### src/rtl/lcl_irq_pkg.sv
package lcl_irq_pkg;
    localparam int RW = 16;
    localparam int CW = 4;

    localparam int B_SSW = 1;
    localparam int B_MSW = 3;
    localparam int B_STM = 5;
    localparam int B_MTM = 7;
    localparam int B_SEX = 9;
    localparam int B_MEX = 11;
    localparam int B_OVF = 13;

    localparam int PRIO_N = 7;
    // highest priority first; the supervisor-level ladder is the tail of this list
    localparam logic [CW-1:0] PRIO [PRIO_N] = '{4'd11, 4'd3, 4'd7, 4'd9, 4'd1, 4'd5, 4'd13};

    typedef enum logic [2:0] {
        SEL_MPEND = 3'd0,
        SEL_MEN   = 3'd1,
        SEL_DELEG = 3'd2,
        SEL_SPEND = 3'd3,
        SEL_SEN   = 3'd4
    } csr_sel_e;

    typedef struct packed {
        logic [RW-1:0] swp;
        logic [RW-1:0] en;
        logic [RW-1:0] deleg;
        logic          v;
        logic [CW-1:0] cause;
        logic          to_s;
    } arb_state_t;

    function automatic logic [RW-1:0] bitv(input int idx);
        return RW'(1) << idx;
    endfunction
endpackage

### src/rtl/lcl_irq_pick.sv
module lcl_irq_pick
    import lcl_irq_pkg::*;
(
    input  logic [RW-1:0] cand_i,
    output logic          hit_o,
    output logic [CW-1:0] cause_o
);
    always_comb begin
        hit_o   = 1'b0;
        cause_o = '0;
        // walk from lowest to highest priority; later matches override
        for (int i = PRIO_N - 1; i >= 0; i--) begin
            if (cand_i[PRIO[i]]) begin
                hit_o   = 1'b1;
                cause_o = PRIO[i];
            end
        end
    end
endmodule

### src/rtl/lcl_irq_view.sv
module lcl_irq_view
    import lcl_irq_pkg::*;
#(
    parameter logic [RW-1:0] MP_WR = '0,
    parameter logic [RW-1:0] SP_WR = '0,
    parameter logic [RW-1:0] EN_WR = '0,
    parameter logic [RW-1:0] DG_WR = '0
) (
    input  csr_sel_e      sel_i,
    input  logic          we_i,
    input  logic [RW-1:0] wdata_i,
    input  logic [RW-1:0] pend_live_i,
    input  logic [RW-1:0] swp_q_i,
    input  logic [RW-1:0] en_q_i,
    input  logic [RW-1:0] deleg_q_i,
    output logic [RW-1:0] rdata_o,
    output logic [RW-1:0] swp_w_o,
    output logic [RW-1:0] en_w_o,
    output logic [RW-1:0] deleg_w_o
);
    logic [RW-1:0] sp_mask;
    logic [RW-1:0] se_mask;

    assign sp_mask = SP_WR & deleg_q_i;
    assign se_mask = DG_WR & deleg_q_i;

    always_comb begin
        case (sel_i)
            SEL_MPEND: rdata_o = pend_live_i;
            SEL_MEN:   rdata_o = en_q_i;
            SEL_DELEG: rdata_o = deleg_q_i;
            SEL_SPEND: rdata_o = pend_live_i & deleg_q_i;
            SEL_SEN:   rdata_o = en_q_i & deleg_q_i;
            default:   rdata_o = '0;
        endcase
    end

    always_comb begin
        swp_w_o   = swp_q_i;
        en_w_o    = en_q_i;
        deleg_w_o = deleg_q_i;
        if (we_i) begin
            case (sel_i)
                SEL_MPEND: swp_w_o   = (swp_q_i & ~MP_WR) | (wdata_i & MP_WR);
                SEL_SPEND: swp_w_o   = (swp_q_i & ~sp_mask) | (wdata_i & sp_mask);
                SEL_MEN:   en_w_o    = (en_q_i & ~EN_WR) | (wdata_i & EN_WR);
                SEL_SEN:   en_w_o    = (en_q_i & ~se_mask) | (wdata_i & se_mask);
                SEL_DELEG: deleg_w_o = (deleg_q_i & ~DG_WR) | (wdata_i & DG_WR);
                default: ;
            endcase
        end
    end
endmodule

### src/rtl/lcl_irq_arb.sv
module lcl_irq_arb
    import lcl_irq_pkg::*;
#(
    parameter int NUM_CNT   = 4,
    parameter bit HAS_OVF   = 1'b1,
    parameter bit HAS_SUPER = 1'b1
) (
    input  logic               clk,
    input  logic               rst_n,
    input  logic               m_ext_i,
    input  logic               m_sw_i,
    input  logic               m_tmr_i,
    input  logic               s_ext_i,
    input  logic               s_sw_i,
    input  logic               s_tmr_i,
    input  logic [NUM_CNT-1:0] ovf_req_i,
    input  logic [1:0]         priv_i,
    input  logic               m_gie_i,
    input  logic               s_gie_i,
    input  logic               csr_we_i,
    input  logic [2:0]         csr_sel_i,
    input  logic [RW-1:0]      csr_wdata_i,
    output logic [RW-1:0]      csr_rdata_o,
    output logic               irq_valid_o,
    output logic [CW-1:0]      irq_cause_o,
    output logic               irq_to_s_o
);
    localparam logic [RW-1:0] M_BITS = bitv(B_MSW) | bitv(B_MTM) | bitv(B_MEX);
    localparam logic [RW-1:0] S_BITS = HAS_SUPER ? (bitv(B_SSW) | bitv(B_STM) | bitv(B_SEX)) : '0;
    localparam logic [RW-1:0] O_BITS = HAS_OVF ? bitv(B_OVF) : '0;
    localparam logic [RW-1:0] ALL    = M_BITS | S_BITS | O_BITS;
    localparam logic [RW-1:0] DG_WR  = S_BITS | O_BITS;
    localparam logic [RW-1:0] SP_WR  = (HAS_SUPER ? bitv(B_SSW) : '0) | O_BITS;
    localparam logic [1:0]    PRIV_U = 2'd0;
    localparam logic [1:0]    PRIV_S = 2'd1;
    localparam logic [1:0]    PRIV_M = 2'd3;

    arb_state_t st_d, st_q;

    logic [RW-1:0] src, pend_live, pend_nx;
    logic [RW-1:0] swp_w, en_w, deleg_w, swp_nx;
    logic [1:0][RW-1:0] cand;
    logic [1:0]          hit;
    logic [1:0][CW-1:0]  pcause;
    logic                m_ok, s_ok;

    always_comb begin
        src        = '0;
        src[B_MEX] = m_ext_i;
        src[B_MSW] = m_sw_i;
        src[B_MTM] = m_tmr_i;
        src[B_SEX] = s_ext_i;
        src[B_SSW] = s_sw_i;
        src[B_STM] = s_tmr_i;
        src        = src & ALL;
    end

    assign pend_live = (st_q.swp | src) & ALL;

    lcl_irq_view #(
        .MP_WR(DG_WR),
        .SP_WR(SP_WR),
        .EN_WR(ALL),
        .DG_WR(DG_WR)
    ) u_view (
        .sel_i      (csr_sel_e'(csr_sel_i)),
        .we_i       (csr_we_i),
        .wdata_i    (csr_wdata_i),
        .pend_live_i(pend_live),
        .swp_q_i    (st_q.swp),
        .en_q_i     (st_q.en),
        .deleg_q_i  (st_q.deleg),
        .rdata_o    (csr_rdata_o),
        .swp_w_o    (swp_w),
        .en_w_o     (en_w),
        .deleg_w_o  (deleg_w)
    );

    // an overflow pulse is applied after the write so that it wins
    assign swp_nx  = (swp_w | ((|ovf_req_i) ? O_BITS : '0)) & DG_WR;
    assign pend_nx = (swp_nx | src) & ALL;

    assign m_ok = (priv_i != PRIV_M) || m_gie_i;
    assign s_ok = (priv_i == PRIV_U) || ((priv_i == PRIV_S) && s_gie_i);

    assign cand[0] = pend_nx & en_w & ~deleg_w & {RW{m_ok}};
    assign cand[1] = pend_nx & en_w &  deleg_w & {RW{s_ok}};

    for (genvar g = 0; g < 2; g++) begin : g_pick
        lcl_irq_pick u_pick (
            .cand_i (cand[g]),
            .hit_o  (hit[g]),
            .cause_o(pcause[g])
        );
    end

    always_comb begin
        st_d       = st_q;
        st_d.swp   = swp_nx;
        st_d.en    = en_w & ALL;
        st_d.deleg = deleg_w & DG_WR;
        st_d.v     = hit[0] | hit[1];
        st_d.to_s  = !hit[0] && hit[1];
        st_d.cause = hit[0] ? pcause[0] : (hit[1] ? pcause[1] : '0);
    end

    always_ff @(posedge clk or negedge rst_n) begin
        if (!rst_n) st_q <= '0;
        else        st_q <= st_d;
    end

    assign irq_valid_o = st_q.v;
    assign irq_cause_o = st_q.cause;
    assign irq_to_s_o  = st_q.to_s;
endmodule

### config.mk
export PLATFORM = sky130hd
export DESIGN_NAME = lcl_irq_arb
export DESIGN_NICKNAME = d
export VERILOG_FILES = /design/src/rtl/lcl_irq_pkg.sv /design/src/rtl/lcl_irq_pick.sv /design/src/rtl/lcl_irq_view.sv /design/src/rtl/lcl_irq_arb.sv
export SDC_FILE = /design/constraint.sdc
export NUM_CORES = 1
export LEC_CHECK = 0
export BUFFER_PORTS_ARGS = -buffer_cell sky130_fd_sc_hd__clkbuf_2
export CAP_MARGIN = 40
export CORE_ASPECT_RATIO = 0.6
export CORE_MARGIN = 8
export CORE_UTILIZATION = 24
export CTS_CLUSTER_DIAMETER = 60
export DETAILED_ROUTE_END_ITERATION = 8
export HOLD_SLACK_MARGIN = 0.03
export PLACE_DENSITY = 0.51
export SETUP_SLACK_MARGIN = 0.3
export SYNTH_ARGS = -nofsm -noshare
export SYNTH_HDL_FRONTEND = slang
export SYNTH_HIERARCHICAL = 1
export SYNTH_SLANG_ARGS = --single-unit
### constraint.sdc
create_clock -name clk -period 3.4 [get_ports clk]
set_clock_uncertainty 0.2 [all_clocks]
set_input_delay 0.34 -clock clk [delete_from_list [all_inputs] [get_ports clk]]
set_output_delay 0.34 -clock clk [all_outputs]
set_load 0.02 [all_outputs]
==> results.json <==
{
  "p_total_w": 0.00105,
  "yosys_warnings": 6,
  "diodes": 0,
  "crit_type": "input port to flip-flop",
  "syn_area_per_cell_um2": 8.68,
  "drv_cap": 0,
  "grt_pass1_vias": 1747,
  "grt_max_degree": 22,
  "power.density_nw_per_um2": 420,
  "core_um2": 7360,
  "area.growth.synth_to_final_pct": 35.8,
  "grt-ovfl-total": 0,
  "min_path_type": "input port to flip-flop",
  "setup_viol": 0,
  "tritoncts": "done",
  "grtUsageMet1": 0.148,
  "slew_violations": 0,
  "top_usage_layer": "met1",
  "io-pin-count": 58,
  "status": "complete, no violations",
  "crit_path_end_kind": "flip-flop",
  "use_met2": 0.140,
  "nets": 350,
  "ant_nets": 0,
  "crit_path_cell_trace": "clkbuf_2 > buf_4 > nor4bb_2 > buf_4 > buf_12 > mux2_2 > nand2_1 > nor3_1 > or3_4 > or4_4 > nor2b_2 > a22o_1",
  "final.fill_count": 804,
  "synthesis.area_um2": 1840,
  "drc": 0,
  "worst_pin_slew_ps": 627,
  "hold_viol_final": 0,
  "num_vias": 1778,
  "drtPass1Iterations": 4,
  "cp-start-kind": "input port",
  "post-route-period-util": 0.879,
  "cpPeakStageDelay_ps": 480,
  "path_clk_slew_ps": 60,
  "gp_congestion": 0.775,
  "numPortBuffers": 39,
  "critPathBufInv": 4,
  "critPathSlowestCell": "or4_4",
  "required_ps": 3400,
  "crit_family": "simple AND/OR/NAND/NOR gates",
  "clk_path_buf_depth": 2,
  "finalCriticalPeriod_ps": 2990,
  "grt_pass1_wl_mm": 8.88,
  "drive_gt1_frac": 0.342,
  "core.rowCount": 24,
  "first_iter_violations": 90,
  "wire_per_inst_um": 13.2,
  "root_buffer": "clkbuf_16",
  "rsz0062_at_grt": "false",
  "cts_max_level": 1,
  "grt_usage": 0.103,
  "leakage_nw": 1.12,
  "fp.dieW_um": 129,
  "fp.dieH_um": 83.8,
  "synthCells": 212,
  "antenna_found_initial": 0,
  "start_util": 0.250,
  "viasPerCell": 4.26,
  "clk_latency_ps": 260,
  "multi_input_area_um2": 1430,
  "clkSinkCount": 21,
  "cpMostUsedCell": "buf_4",
  "die-area_um2": 10800,
  "drt-total-wl_mm": 5.50,
  "register_area_um2": 526,
  "critPathMaxFanout": 8,
  "post-dp-hpwl_mm": 4.48,
  "clock.fmax_ghz": 0.335,
  "numCtsBuffers": 3,
  "use_met3": 0.0338,
  "setup_tns_ps": 0,
  "vdd_drop_max_mv": 0.212,
  "cp.arrival_ps": 2980,
  "relSlewSlack": 0.589
}
## power breakdown
group	internal, W	total (W)	switching [W]
Clock	0.000158	0.000259	0.000101
Sequential	0.000316	0.000353	0.0000373
Combinational	0.000190	0.000437	0.000247
Total	0.000664	0.00105	0.000385
## worst paths after layout
kind / endpoint / start / slack (ps) / cells past startpoint
setup / recovery: irq_cause_o[3] / csr_sel_i[2] / 410 / 12
hold reg to reg: st_q[43] / st_q[43] / 320 / 1
min in group asynchronous: irq_valid_o / rst_n / 400 / 2
hold / removal: st_q[51] / ovf_req_i[2] / 140 / 3
setup reg to reg: irq_cause_o[3] / st_q[19] / 530 / 9
max in group asynchronous: irq_cause_o[1] / rst_n / 2230 / 2
## flip-flops by register name (all words and copies together), names as in the netlist
signal       count
irq_valid_o      1
st_q            15
irq_cause_o      4
irq_to_s_o       1
## worst reg2reg max path: cells and delay by family, from the launching register on
kind	cells	cell delay (ps)
AO/OA/AOI/OAI	2	360
flip-flops	1	420
multiplexers	1	370
AND/OR/NAND/NOR	6	1410
## metal layers
metal  wire length (µm)  up-vias
li1                   -      913
met1               2920      804
met2               2080       54
met3                439        7
met4                 61        0
met5                  0        -
## per-stage QoR
step | utilization | hold slack (ps) | std cells | worst slack (ps) | instance area (µm²)
final | 0.339 | 143 | 417 | 413 | 2500
after global routing | 0.339 | 165 | 417 | 285 | 2500
after CTS | 0.335 | 148 | 416 | 315 | 2460
after detailed placement | 0.323 | 168 | 411 | 69.8 | 2370
after global placement | 0.323 | 154 | 411 | 38.3 | 2370
after floorplan | - | -156 | 274 | 359 | 2070
## cells in the final DEF (no fill, tap or decap), types with 6 or more instances in the layout
cell,n
nand2_1,39
o21ai_0,20
buf_4,11
conb_1,63
nor2_1,6
inv_1,7
a21oi_1,10
o221ai_1,15
clkbuf_2,39
mux2_2,30
or2_2,6
dfrtp_1,21
nor3_1,8
## area by class of cell
| type | instances | share of cell area |
|---|---|---|
| clock buffer | 3 | 0.0301 |
| clock inverter | 1 | 0.00200 |
| inverter | 7 | 0.0105 |
| multi-input combinational | 229 | 0.572 |
| sequential | 21 | 0.210 |
| tap | 104 | 0.0521 |
| timing repair buffer | 52 | 0.123 |
## what timing repair did
item,in CTS,in global routing
setup buffers,0,1
endpoints found under the setup margin,0,6
endpoints found under the hold margin,21,0
resized for setup,0,3
hold buffers,1,0
Power figures use the tool's default switching activity.
